--- src/rtl/neg_oset_pkg.sv ---
package neg_oset_pkg;
   typedef enum logic [1:0] {
      OS_IDLE  = 2'd0,
      OS_CFG_A = 2'd1,
      OS_CFG_B = 2'd2
   } os_kind_t;
endpackage

--- src/rtl/neg_oset_seq.sv ---
module neg_oset_seq
   import neg_oset_pkg::*;
#(
   parameter int CFG_LEN  = 4,
   parameter int IDLE_LEN = 2,
   localparam int POS_W   = $clog2(CFG_LEN)
) (
   input  logic             clk,
   input  logic             rst_n,
   input  logic             want_cfg_i,
   output os_kind_t         kind_o,
   output logic [POS_W-1:0] pos_o,
   output logic             capture_o
);
   os_kind_t         kind_q, kind_d;
   logic [POS_W-1:0] pos_q, pos_d;
   logic             alt_q, alt_d;
   logic             last;

   always_comb begin
      if (kind_q == OS_IDLE) last = (pos_q == POS_W'(IDLE_LEN - 1));
      else                   last = (pos_q == POS_W'(CFG_LEN - 1));
   end

   always_comb begin
      kind_d    = kind_q;
      pos_d     = pos_q + 1'b1;
      alt_d     = alt_q;
      capture_o = 1'b0;
      if (last) begin
         pos_d = '0;
         if (want_cfg_i) begin
            kind_d    = alt_q ? OS_CFG_B : OS_CFG_A;
            alt_d     = ~alt_q;
            capture_o = 1'b1;
         end else begin
            kind_d = OS_IDLE;
         end
      end
   end

   always_ff @(posedge clk) begin
      if (!rst_n) begin
         kind_q <= OS_IDLE;
         pos_q  <= '0;
         alt_q  <= 1'b0;
      end else begin
         kind_q <= kind_d;
         pos_q  <= pos_d;
         alt_q  <= alt_d;
      end
   end

   assign kind_o = kind_q;
   assign pos_o  = pos_q;

   assert_pos_range_R1: assert property (@(posedge clk) disable iff (!rst_n)
      pos_q <= POS_W'(CFG_LEN - 1));
   assert_idle_len_R3: assert property (@(posedge clk) disable iff (!rst_n)
      (kind_q == OS_IDLE) |-> (pos_q <= POS_W'(IDLE_LEN - 1)));
   assert_alt_turn_R2: assert property (@(posedge clk) disable iff (!rst_n)
      (last && want_cfg_i && kind_q != OS_IDLE) |=> (kind_q != $past(kind_q)));
endmodule

--- src/rtl/neg_oset_payload.sv ---
module neg_oset_payload #(
   parameter int CFG_W = 16
) (
   input  logic             clk,
   input  logic             rst_n,
   input  logic             capture_i,
   input  logic [CFG_W-1:0] word_i,
   output logic [CFG_W-1:0] word_o
);
   always_ff @(posedge clk) begin
      if (!rst_n)         word_o <= '0;
      else if (capture_i) word_o <= word_i;
   end
endmodule

--- src/rtl/neg_oset_mux.sv ---
module neg_oset_mux
   import neg_oset_pkg::*;
#(
   parameter int          CFG_W   = 16,
   parameter int          BYTE_W  = 8,
   parameter int          POS_W   = 2,
   parameter logic [7:0]  COMMA   = 8'hBC,
   parameter logic [7:0]  CODE_A  = 8'hB5,
   parameter logic [7:0]  CODE_B  = 8'h42,
   parameter logic [7:0]  CODE_I  = 8'h50,
   localparam int         NPAY    = CFG_W / BYTE_W
) (
   input  os_kind_t          kind_i,
   input  logic [POS_W-1:0]  pos_i,
   input  logic [CFG_W-1:0]  word_i,
   output logic [BYTE_W-1:0] byte_o,
   output logic              ctrl_o,
   output logic              sos_o
);
   logic [BYTE_W-1:0] lane [NPAY];

   for (genvar g = 0; g < NPAY; g++) begin : g_lane
      assign lane[g] = word_i[g*BYTE_W +: BYTE_W];
   end

   always_comb begin
      byte_o = '0;
      ctrl_o = 1'b0;
      sos_o  = 1'b0;
      if (pos_i == '0) begin
         byte_o = BYTE_W'(COMMA);
         ctrl_o = 1'b1;
         sos_o  = 1'b1;
      end else if (pos_i == POS_W'(1)) begin
         case (kind_i)
            OS_CFG_A: byte_o = BYTE_W'(CODE_A);
            OS_CFG_B: byte_o = BYTE_W'(CODE_B);
            default:  byte_o = BYTE_W'(CODE_I);
         endcase
      end else begin
         for (int i = 0; i < NPAY; i++) begin
            if (pos_i == POS_W'(i + 2)) byte_o = lane[i];
         end
      end
   end
endmodule

--- src/rtl/neg_oset_gen.sv ---
module neg_oset_gen
   import neg_oset_pkg::*;
#(
   parameter int         CFG_W  = 16,
   parameter int         BYTE_W = 8,
   parameter logic [7:0] COMMA  = 8'hBC,
   parameter logic [7:0] CODE_A = 8'hB5,
   parameter logic [7:0] CODE_B = 8'h42,
   parameter logic [7:0] CODE_I = 8'h50
) (
   input  logic              clk,
   input  logic              rst_n,
   input  logic [CFG_W-1:0]  cfg_word_i,
   input  logic              cfg_mode_i,
   input  logic              neg_off_i,
   output logic [BYTE_W-1:0] tx_byte_o,
   output logic              tx_ctrl_o,
   output logic              tx_sos_o
);
   localparam int NPAY     = CFG_W / BYTE_W;
   localparam int CFG_LEN  = 2 + NPAY;
   localparam int IDLE_LEN = 2;
   localparam int POS_W    = $clog2(CFG_LEN);

   if (BYTE_W < 8) begin : g_chk_byte
      $error("BYTE_W must be at least 8");
   end
   if ((CFG_W % BYTE_W) != 0 || NPAY < 1) begin : g_chk_word
      $error("CFG_W must be a nonzero multiple of BYTE_W");
   end

   os_kind_t         kind;
   logic [POS_W-1:0] pos;
   logic             capture;
   logic [CFG_W-1:0] cfg_hold;
   logic             want_cfg;

   assign want_cfg = cfg_mode_i & ~neg_off_i;

   neg_oset_seq #(.CFG_LEN(CFG_LEN), .IDLE_LEN(IDLE_LEN)) u_seq (
      .clk(clk), .rst_n(rst_n), .want_cfg_i(want_cfg),
      .kind_o(kind), .pos_o(pos), .capture_o(capture)
   );

   neg_oset_payload #(.CFG_W(CFG_W)) u_pay (
      .clk(clk), .rst_n(rst_n), .capture_i(capture),
      .word_i(cfg_word_i), .word_o(cfg_hold)
   );

   neg_oset_mux #(
      .CFG_W(CFG_W), .BYTE_W(BYTE_W), .POS_W(POS_W),
      .COMMA(COMMA), .CODE_A(CODE_A), .CODE_B(CODE_B), .CODE_I(CODE_I)
   ) u_mux (
      .kind_i(kind), .pos_i(pos), .word_i(cfg_hold),
      .byte_o(tx_byte_o), .ctrl_o(tx_ctrl_o), .sos_o(tx_sos_o)
   );

   assert_payload_held_R6: assert property (@(posedge clk) disable iff (!rst_n)
      (kind != OS_IDLE && !tx_sos_o) |-> $stable(cfg_hold));
   assert_kind_at_edge_R7: assert property (@(posedge clk) disable iff (!rst_n)
      !tx_sos_o |-> $stable(kind));
   assert_off_gives_idle_R8: assert property (@(posedge clk) disable iff (!rst_n)
      (tx_sos_o && $past(neg_off_i) && $past(rst_n)) |-> (kind == OS_IDLE));
   assert_strobe_spacing_R5: assert property (@(posedge clk) disable iff (!rst_n)
      tx_sos_o |=> !tx_sos_o);
   assert_ctrl_comma_R4: assert property (@(posedge clk) disable iff (!rst_n)
      tx_ctrl_o |-> (tx_byte_o == BYTE_W'(COMMA)));
endmodule

--- config.mk ---
export PLATFORM = sky130hd
export DESIGN_NAME = neg_oset_gen
export DESIGN_NICKNAME = d
export VERILOG_FILES = /design/src/rtl/neg_oset_pkg.sv /design/src/rtl/neg_oset_seq.sv /design/src/rtl/neg_oset_payload.sv /design/src/rtl/neg_oset_mux.sv /design/src/rtl/neg_oset_gen.sv
export SDC_FILE = /design/constraint.sdc
export NUM_CORES = 1
export LEC_CHECK = 0
export ABC_AREA = 1
export ABC_CLOCK_PERIOD_IN_PS = 1800
export BUFFER_PORTS_ARGS = -buffer_cell sky130_fd_sc_hd__buf_2
export CAP_MARGIN = 20
export CORE_UTILIZATION = 52
export DETAILED_ROUTE_END_ITERATION = 10
export PLACE_DENSITY = 0.89
export RECOVER_POWER = 100
export SYNTH_ARGS = -nofsm -noshare
export SYNTH_HDL_FRONTEND = slang
export SYNTH_SLANG_ARGS = --single-unit
--- constraint.sdc ---
create_clock -name clk -period 1.8 [get_ports clk]
set_clock_uncertainty 0.05 [all_clocks]
set_input_delay 0.27 -clock clk [delete_from_list [all_inputs] [get_ports clk]]
set_output_delay 0.27 -clock clk [all_outputs]
set_load 0.02 [all_outputs]
# Word-level counts from Yosys, hierarchy flattened
# Index checks and enable logic that the tools add are counted.
# totals
register_bits	21
latch_bits	0
ramBits	0
mem_bits_ro	0
in_bits	20
output_inout_bits	10
word_cells	29
mem_count	0
# classes
add_sub_neg	1
n_mul	0
n_div	0
n_lt_le_gt_ge	0
eq_ne	5
n_shift	0
muxes	11
n_bitwise	4
reduce_logical	4
# ops
op	n
8-bit 2-to-1 mux	4
8-bit one-hot mux with 2 select lines	1
2-bit == test (second input constant)	3
2-bit by 1-bit == test with 1-bit output (second input constant)	2
2-bit logical NOT	2
1-bit 2-to-1 mux	4
2-bit 2-to-1 mux	2
1-bit NOT	3
2-bit by 1-bit adder with 2-bit output (second input constant)	1
2-bit AND reduction	1
2-bit OR reduction	1
1-bit bitwise AND	1

# Longest topological paths before layout
# Gate-level depths: netlist of run 1.
# depth
depth_word	5
mapped_depth	9
depth_no_buf	8

# Cells and area by module
# Synthesis of run 1 repeated with hierarchy kept, for this count alone.
# hier_totals
cells_unflattened	188
area_unflattened_um2	1157.4
# modules_own_cells
module	n_inst	cells_per_inst	area_per_inst_um2	seq_area_each_um2
neg_oset_payload	1	101	674.4	320.3
neg_oset_seq	1	32	241.5	100.1
neg_oset_mux	1	53	231.5	0.0
neg_oset_gen	1	2	10.0	0.0

# Worst setup path before layout of run 1
# Ideal clock, no wire load.
# synth_path
path_type	register to output
start	register u_seq.pos_q[1], in the netlist u_seq.pos_o[1]
end	output tx_byte_o[6]
arrival_time_ns	1.540
t_required_ns	1.480
setup_slack_ns	-0.060
stages_incl_launch_ff	8
n_path_buf	1
path_cell_list	dfxtp_1 inv_1 ha_1 buf_6 nand2_1 inv_1 a21oi_1 a21boi_0
# synth_via
elab_chain_len	5
elab_cells_between_ends	8
classes_between	eq/ne: 3; mux: 4; reduce/logical: 1
# synth_rtl
element	line	text
start: declaration	neg_oset_seq.sv:16	logic [POS_W-1:0] pos_q, pos_d;
start signal: assignment	neg_oset_seq.sv:49	pos_q <= pos_d;
2-bit == test	neg_oset_mux.sv:42	if (pos_i == POS_W'(i + 2)) byte_o = lane[i];
8-bit 2-to-1 mux (2 in a row)	neg_oset_mux.sv:42	
8-bit 2-to-1 mux	neg_oset_mux.sv:34	end else if (pos_i == POS_W'(1)) begin
8-bit 2-to-1 mux *	neg_oset_mux.sv:30	if (pos_i == '0) begin
end: declaration	neg_oset_gen.sv:16	output logic [BYTE_W-1:0] tx_byte_o,
# Mark *: on every way between the ends. The rest lies on a longest branch, timed or not.

# Worst setup path in the final report of run 1
# layout_path
start	register u_seq.pos_q[0], in the netlist u_seq.pos_o[0]
end	output tx_byte_o[0]
# The elaborated chain is that of the path after synthesis.

==> results.md, run 1 <==
- H-tree depth: 1
- Register area share after synthesis: 0.343
- Antenna diodes: 0
- Clock tree sinks: 21
- Global-route wire length before repair: 4.33 mm
- Total power: 0.00127 W
- Commonest cells after routing, fill and taps aside: nand2_1 (30), inv_1 (24), buf_2 (22), a21oi_1 (21), nor2_1 (20)
- TritonCTS clock tree: built
- Placed cell count: 222
- Flop pwr share: 0.425
- Worst Setup Slack, final: -109 ps
- Worst Setup Start Kind: flip-flop
- Req. time, crit path: 1480 ps
- Outcome: complete, but fails checks
- RePlAce Congestion: 0.809
- Starting Density: 0.554
- Starting DRT DRC Count: 26
- Synth Area in Adders: 0.0408
- Via count of the first global-routing pass: 1064
- Total internal power: 0.000789 W
- Sw Ratio: 0.380
- Syn avg cell area: 7.09 um^2
- Most common cell after layout, fill and taps aside: nand2_1
- Antenna violations before repair: 0
- Synth top area cells: dfxtp_1 (34%), nand2_1 (9.5%), a21oi_1 (9.0%)
- CP endpoint kind: primary output
- Synth Area in Simple Gates: 0.281
- Hold Violations, Final: 0
- Switching Power: 0.000484 W
- Non-Filler Instances: 231
- Synth Instances: 173
- Number of vias per cell: 5.19
- Syn_nets: 197
- Total grt overflow: 0
- Clock transition at the registers of the reported paths: 130 ps
- Mapped Area: 0.00123 mm^2
- # setup viols final: 10
- Max Fclk: 524 MHz
- Chip height: 50.6 um
- Netlist cell types: 25
- Synth Area in XOR/XNOR: 0
- Router iterations before antenna repair: 4
- Post-detailed-route DRC marker count: 0
- Largest family of logic cells by synthesized area: simple AND/OR/NAND/NOR gates
- Maximum clock insertion buffer count: 2
- Yosys top cell by area: dfxtp_1
- Synth warn: 0
- Post-DRT Antenna Nets: 0
- Static Leak: 0.684 nW
- Hold path cells: 5
- Max-Cap Viols: 0
- Hold Buf Count CTS: 0
- Worst-path maximum fanout: 8
- Combinational Power Share: 0.391
- Clock Latency Late Sink: 300 ps
- RSZ-0062 raised after global routing: yes
- R2R depth: 9
- Total Routing Usage GR: 0.222
- Hpwl dp: 1.69 mm
- Avg WL per Cell: 12.0 um
- Chip width: 50.6 um
- Tcrit/Tclk final: 1.06
- Mux cell area share after synthesis: 0
- Layout cells sized above 1: 0.305
- Yosys reg bits: 21
- Area Overhead vs Synth: 21.9%
- Pre-CTS WS: 40.5 ps
- Setup CP Type: flip-flop to primary output
- Clk root buf: clkbuf_4
- Yosys top cell area share: 0.343
- Slew Viols, Final: 0
- Clock power share: 0.184
- Arrival @ worst endpoint: 1590 ps
- Clock period minus final worst setup slack: 1910 ps
- Num CTS Buffers: 3
- Total number of vias: 1198
- Nets: 228
- Worst hold path type: input port to flip-flop
- Core Footprint: 0.00221 mm^2
- Slew headroom: 0.738
- Synth Area in Compound Gates: 0.169
- # IOs: 30
- Final wirelength: 2.77 mm
- Die area: 0.00256 mm^2
- Worst-Margin Slew: 393 ps
- Failing checks: negative setup slack
- Power Density: 851 mW/mm^2
- Core Util, Final: 0.676
- Worst vdd ir: 0.000671 V
- Pin count of the biggest net entering global routing: 38
- PortBufs: 29
- Row cnt: 17
## critical path: stages (launching register included)
cell and delay [ps]:
dfxtp_4 400, inv_4 70, ha_4 140, inv_2 40
nor2_4 160, nand2_1 80, nand2_1 70, nand2_1 50
a21oi_1 120, buf_4 150
## stage by stage
step | instance area, um^2 | hold slack [ps] | setup TNS, ps
finish | 1500 | 218 | -626
global route | 1500 | 229 | -2750
CTS | 1460 | 231 | -442
detailed placement | 1360 | 420 | 0
global placement | 1360 | 420 | 0
floorplan | 1230 | 401 | 0
## power groups by stage
stage	Clock, W	Combinational, W	Sequential (W)
final	0.000234	0.000498	0.000541
after CTS	0.000225	0.000476	0.000541
after floorplan	0	0.000337	0.000528
after detailed placement	0	0.000424	0.000536
after global routing	0.000254	0.000543	0.000546
after global placement	0	0.000420	0.000534
## cell usage after synthesis
| master | number |
|---|---|
| inv_1 | 28 |
| nand3_1 | 12 |
| nor2_4 | 1 |
| a22oi_1 | 6 |
| nor3b_2 | 1 |
| clkbuf_8 | 1 |
| buf_6 | 5 |
| nand3_2 | 4 |
| a21boi_0 | 1 |
| o21ai_2 | 1 |
| a21oi_1 | 22 |
| a211oi_1 | 1 |
| nand2_4 | 1 |
| nor2_1 | 20 |
| buf_4 | 2 |
| dfxtp_1 | 21 |
| clkbuf_1 | 1 |
| nand2_1 | 31 |
| nand2_2 | 1 |
| a21oi_2 | 1 |
| nor3_1 | 1 |
| ha_1 | 4 |
| o21ai_0 | 4 |
| buf_2 | 2 |
| nor2_2 | 1 |
## routing by layer
metal	global-route usage	vias up	routed length, um
li1	-	603	-
met3	0.0394	6	140
met4	0.0509	0	54
met2	0.422	42	1370
met1	0.251	547	1210
met5	0	-	0
## flip-flops by register name, summed over array words and instances (netlist names)
name	flops
u_seq.kind_o	2
u_pay.word_o	16
u_seq.alt_q	1
u_seq.pos_o	2
## final timing paths
kind | slack, ps | to | startpoint
max | -110 | tx_byte_o[0] | u_seq.pos_o[0]$_SDFF_PP0_
min | 220 | u_pay.word_o[13]$_SDFFE_PN0P_ | cfg_word_i[13]
max reg2reg | -60 | u_pay.word_o[6]$_SDFFE_PN0P_ | u_seq.pos_o[0]$_SDFF_PP0_
min reg2reg | 450 | u_pay.word_o[2]$_SDFFE_PN0P_ | u_pay.word_o[2]$_SDFFE_PN0P_
## cell families after synthesis
logic type | after synthesis
compound gates | 36
fa+ha+maj | 4
buf+inv | 39
flops | 21
simple gates | 73
## final cells by class
cell class	count	area, um^2
flip-flops and latches	21	428
multi-input cells	113	662
well taps	28	35.0
inverters	28	113
fillers	192	717
repair buffers	37	231
clock buffers	4	26.3
## what timing repair did
| item | CTS | global route |
|---|---|---|
| pin swaps | 6 | 4 |
| buffers inserted | 0 | 5 |
| setup endpoints to repair | 8 | 8 |
| gates resized for setup | 30 | 6 |
(Power assumes the default switching activity.)
==> run 2: changes to the inputs <==
ABC_AREA = 0   (was 1)
CORE_UTILIZATION = 51   (was 52)
==> results.md, run 2 <==
- Most flop-heavy register: u_pay.word_o
- Total number of vias: 1011
- Hpwl dp: 1.69 mm
- Router iterations before antenna repair: 5
- Core Util, Final: 0.724
- Top cells by count, synth: nand2_1 (35), dfxtp_1 (21), mux2i_1 (16)
- Hold Violations, Final: 0
- Final wirelength: 2.68 mm
- Netlist cell types: 25
- Most frequent cell after synthesis: nand2_1
- Layout cells sized above 1: 0.389
- Global-route wire length before repair: 4.40 mm
- Arrival @ worst endpoint: 1620 ps
- CP peak stage delay: 390 ps
- RSZ-0062 raised after global routing: yes
- Met2 Use GR: 0.465
- Starting DRT DRC Count: 23
- Die area: 0.00236 mm^2
- Via count of the first global-routing pass: 954
- Starting Density: 0.553
- # IOs: 30
- Core Footprint: 0.00200 mm^2
- Worst hold path type: input port to flip-flop
- TritonCTS clock tree: built
- CP endpoint kind: primary output
- Maximum clock insertion buffer count: 2
- Number of vias per cell: 5.35
- Worst-path maximum fanout: 8
- Clk root buf: clkbuf_4
- Seq. cell area: 429 um^2
- Clock transition at the registers of the reported paths: 120 ps
- R2r startpoint: u_seq.pos_o[1]$_SDFF_PP0_
- Cell Area, Placed: 0.00126 mm^2
- Commonest cells after routing, fill and taps aside: nand2_1 (35), buf_2 (23), dfxtp_1 (18), mux2i_1 (16), buf_4 (12)
- Max Fclk: 515 MHz
- Pin count of the biggest net entering global routing: 39
- Worst Setup Start Kind: flip-flop
- Worst-Margin Slew: 585 ps
- Post-DRT Antenna Nets: 0
- Chip height: 48.6 um
- Worst Setup Slack, final: -141 ps
- FILL cells: 156
- Power Density: 843 mW/mm^2
- Crit path launch: u_seq.pos_o[0]$_SDFF_PP0_
- Failing checks: negative setup slack
- Clock Latency Late Sink: 320 ps
- Antenna diodes: 0
- RePlAce Congestion: 0.839
- Yosys reg bits: 21
- Multi-input logic area: 678 um^2
- Tcrit/Tclk final: 1.08
- Synth warn: 0
- HP Start: cfg_word_i[10]
- Hold Path Sink: u_pay.word_o[10]$_SDFFE_PN0P_
- Setup CP Type: flip-flop to primary output
- Non-Filler Instances: 189
- Post-detailed-route DRC marker count: 0
- Hold Buf Count CTS: 0
- Max FFs per register: 16
- Worst vdd ir: 0.000558 V
- Total Routing Usage GR: 0.249
- Row cnt: 16
- Clock tree sinks: 21
- Num CTS Buffers: 3
- H-tree depth: 1
- Finished Cell Area: 0.00145 mm^2
- Mapped Area: 0.00111 mm^2
- Antenna violations before repair: 0
- Synth Instances: 128
- Chip width: 48.6 um
- Yosys top cell by area: dfxtp_1
- Yosys top cell area share: 0.380
- Placed cell count: 179
- Syn avg cell area: 8.64 um^2
- Area Overhead vs Synth: 31.0%
- Req. time, crit path: 1480 ps
- M3 GR Usage: 0.0409
- PortBufs: 29
- Reg-to-Reg End: u_pay.word_o[0]$_SDFFE_PN0P_
- Outcome: complete, but fails checks
- Most common cell after layout, fill and taps aside: nand2_1
- Slew headroom: 0.610
- Critical Path, Cell by Cell: ha_4 -> buf_6 -> and2_4 -> a31oi_1 -> o21ai_1 -> buf_4
- Avg WL per Cell: 14.2 um
- Post-synth EDFFs: 0
- Register area share after synthesis: 0.380
- Prevailing post-synth register cell: dfxtp_1
- Total power: 0.00122 W
- Max-Cap Viols: 0
- Met1 Usage GRT: 0.277
- # setup viols final: 8
- Clock period minus final worst setup slack: 1940 ps
- Worst R2R Setup Slack: 30 ps
- Total grt overflow: 0
- Top Usage Layer GRT: met2
- R2R depth: 6
- Final TNS setup: -781 ps
- Static Leak: 0.588 nW
- Nets: 187
- Slew Viols, Final: 0
- Synth top area cells: dfxtp_1 (38%), mux2i_1 (14%), nand2_1 (12%)
- Hold path cells: 3
- Syn_nets: 152
- Fraction of registers with async set/reset: 0
- Critical path's slowest cell: dfxtp_4
[run 2: changes by cell type after synthesis, sizes merged, moves of 2 or more]
cell / before / now
nor2: 22 / 0
and2: 0 / 8
inv: 28 / 5
a31oi: 0 / 5
a32o: 0 / 2
buf: 9 / 3
nor2b: 0 / 2
a22oi: 6 / 0
a21oi: 23 / 4
nand3: 16 / 0
mux2i: 0 / 16
clkbuf: 2 / 7
nand2: 33 / 35
[run 2: layer usage]
layer,vias to the layer above,wire (um)
met5,-,0
met4,0,48
met3,5,110
met2,32,1400
met1,475,1120
li1,499,-
[run 2: report_power, final]
part           switching, W  leakage [nW]  internal (W)
Sequential        0.0000270         0.172      0.000493
Clock              0.000152        0.0177     0.0000834
Combinational      0.000255         0.398      0.000210
Total              0.000435         0.588      0.000787
[run 2: worst max path at each step]
stage / endpoint / cells after the start / slack (ps)
3_5_place_dp: u_pay.word_o[12]$_SDFFE_PN0P_ / 6 / 30
2_1_floorplan: tx_byte_o[2] / 5 / 6
4_1_cts: tx_byte_o[7] / 6 / -80
6_report: tx_byte_o[4] / 6 / -140
3_3_place_gp: tx_byte_o[4] / 6 / 110
5_1_grt: tx_byte_o[2] / 6 / -180
[run 2: kinds of logic (layout without fill, tap and decap cells)]
family	count (synthesis)	in the layout	synth area share
flops	21	21	0.380
fa+ha+maj	4	4	0.0453
simple gates	49	49	0.214
buf+inv	15	49	0.0758
compound gates	22	22	0.130
mux	17	17	0.155
[run 2: area by class of cell]
cell class / instances / area share
multi-input cells: 92 / 0.468
repair buffers: 40 / 0.176
clock inverters: 1 / 0.00345
clock buffers: 3 / 0.0155
inverters: 5 / 0.0173
flip-flops and latches: 21 / 0.296
well taps: 27 / 0.0233
[run 2: repair_timing]
item / in CTS / in global routing
gates resized for setup: 32 / 4
gates cloned: 0 / 0
setup endpoints to repair: 10 / 8
endpoints found under the hold margin: 0 / 0
pin swaps: 7 / 2
buffers inserted: 5 / 1
[run 2: worst max-delay path: cells and delay by family (launching register included)]
kind / cells / cell delay [ps]
compound gates: 2 / 270
fa+ha+maj: 1 / 190
buf+inv: 2 / 300
flops: 1 / 390
simple gates: 1 / 150
[run 2: stage by stage]
stage          hold slack, ps  setup WS (ps)
2_1_floorplan             362           5.61
5_1_grt                   136           -182
4_1_cts                   134          -77.3
3_3_place_gp              394            107
3_5_place_dp              399           34.7
6_report                  132           -141
==> run 3: changes to the inputs <==
CORE_UTILIZATION = 30   (was 51)
PLACE_DENSITY = 0.62   (was 0.89)
==> results.md, run 3 (synthesis gave the netlist of run 2 again) <==
- Outcome: complete, but fails checks
- Failing checks: negative setup slack
- R2R depth: 6
- RePlAce Congestion: 0.778
- Avg WL per Cell: 13.4 um
- Critical path's slowest cell: dfxtp_4
- HP Start: cfg_word_i[8]
- Starting Density: 0.321
- Chip height: 62.7 um
- Crit path launch: u_seq.pos_o[0]$_SDFF_PP0_
- Final TNS setup: -271 ps
- Worst Setup Start Kind: flip-flop
- Tcrit/Tclk final: 1.03
- Total number of vias: 986
- Antenna diodes: 0
- Worst hold path type: input port to flip-flop
- Via count of the first global-routing pass: 920
- Final wirelength: 2.78 mm
- Total stage count of the critical path: 7
- Clock tree sinks: 21
- # IOs: 30
- Clock period minus final worst setup slack: 1860 ps
- TritonCTS clock tree: built
- Slew headroom: 0.593
- Flop pwr share: 0.393
- Most used cell, CP: buf_6
- Die area: 0.00393 mm^2
- Req. time, crit path: 1480 ps
- Core Util, Final: 0.449
- Commonest cells after routing, fill and taps aside: nand2_1 (35), buf_2 (22), dfxtp_1 (19), mux2i_1 (16), buf_4 (10)
- RSZ-0062 raised after global routing: yes
- Post-detailed-route DRC marker count: 0
- H-tree depth: 1
- Reg-to-Reg End: u_pay.word_o[14]$_SDFFE_PN0P_
- Layout cells sized above 1: 0.416
- Worst R2R Setup Slack: 80 ps
- Most flop-heavy register: u_pay.word_o
- Area Overhead vs Synth: 39.6%
- Most common cell after layout, fill and taps aside: nand2_1
- # setup viols final: 7
- Clock Latency Late Sink: 260 ps
- Switching Power: 0.000452 W
- Power Density: 860 mW/mm^2
- Worst-Margin Slew: 610 ps
- CP endpoint kind: primary output
- Row cnt: 21
- Worst Setup Slack, final: -62.6 ps
- Combinational Power Share: 0.370
- Total Routing Usage GR: 0.132
- Worst Path Buf+Inv: 3
- Chip width: 62.7 um
- Core Footprint: 0.00344 mm^2
- Sw Ratio: 0.340
- Clk root buf: clkbuf_8
- Global-route wire length before repair: 4.12 mm
- Max Fclk: 537 MHz
- Max FFs per register: 16
- Total grt overflow: 0
- Antenna violations before repair: 0
- Total internal power: 0.000876 W
- Post-DRT Antenna Nets: 0
- Hpwl dp: 1.76 mm
- Slew Viols, Final: 0
- Critical Path, Cell by Cell: ha_4 -> buf_6 -> buf_6 -> a21oi_2 -> o21ai_1 -> and2_1 -> buf_6
- CP peak stage delay: 370 ps
- Starting DRT DRC Count: 44
- Hold Buf Count CTS: 0
- Worst setup path end: tx_byte_o[1]
- R2r startpoint: u_seq.pos_o[0]$_SDFF_PP0_
- Router iterations before antenna repair: 4
- Nets: 186
- Clock power share: 0.237
- Setup CP Type: flip-flop to primary output
- Worst-path maximum fanout: 6
- Hold path cells: 3
- Number of vias per cell: 4.76
- Clock transition at the registers of the reported paths: 80 ps
- PortBufs: 29
- Num CTS Buffers: 3
- Max-Cap Viols: 0
- Top cell family by delay on the critical path: buffers and inverters
- Hold Violations, Final: 0
- Static Leak: 0.603 nW
- Pin count of the biggest net entering global routing: 39
- Arrival @ worst endpoint: 1540 ps
- Maximum clock insertion buffer count: 2
- Worst vdd ir: 0.000434 V
-- run 3: changes by cell type in the layout (fill, tap and decap cells not counted), sizes merged --
cell    before  now
clkbuf       4    3
-- run 3: how the worst min path moves through the flow --
stage                                    endpoint  slack [ps]
floorplan            u_pay.word_o[0]$_SDFFE_PN0P_         360
global placement     u_pay.word_o[6]$_SDFFE_PN0P_         400
detailed placement   u_pay.word_o[6]$_SDFFE_PN0P_         400
CTS                  u_pay.word_o[9]$_SDFFE_PN0P_         190
global route        u_pay.word_o[15]$_SDFFE_PN0P_         210
finish               u_pay.word_o[8]$_SDFFE_PN0P_         190
-- run 3: per-stage QoR --
stage | hold slack (ps) | instance area, um^2 | instances | power (W) | worst slack (ps)
2_1_floorplan | 362 | 1110 | 128 | 0.000757 | 5.61
3_3_place_gp | 400 | 1280 | 197 | 0.000847 | 105
3_5_place_dp | 404 | 1280 | 197 | 0.000855 | -4.57
4_1_cts | 191 | 1410 | 203 | 0.00122 | -36.4
5_1_grt | 205 | 1540 | 207 | 0.00138 | -131
6_report | 194 | 1540 | 207 | 0.00133 | -62.6
-- run 3: timing repair --
item | CTS | global route
setup endpoints to repair | 8 | 8
gates resized for setup | 21 | 30
hold endpoints to repair | 0 | 0
setup buffers | 2 | 4
pin swaps | 1 | 12
-- run 3: routing by layer --
metal,GRT usage,vias up,part of all wire
met2,0.209,37,0.48
met3,0.0438,0,0.058
met1,0.167,450,0.46
li1,-,499,-
met5,0,-,0
met4,0.0465,0,0
-- run 3: area by class of cell --
class / instances / area (um^2)
fill: 342 / 1900
multi-input combinational: 92 / 721
sequential: 21 / 428
timing repair buffer: 39 / 264
tap: 46 / 57.6
clock buffer: 3 / 41.3
inverter: 5 / 27.5
clock inverter: 1 / 5.00
-- run 3: worst min-delay path: stages --
cell	delay [ps]
buf_2	90
nand2_1	50
mux2i_1	50
-- run 3: power by group through the flow --
| stage | registers, W | clock network, W | logic [W] |
|---|---|---|---|
| 4_1_cts | 0.000521 | 0.000322 | 0.000378 |
| 5_1_grt | 0.000524 | 0.000338 | 0.000523 |
| 3_3_place_gp | 0.000520 | 0 | 0.000327 |
| 3_5_place_dp | 0.000521 | 0 | 0.000334 |
| 2_1_floorplan | 0.000515 | 0 | 0.000243 |
| 6_report | 0.000522 | 0.000314 | 0.000491 |
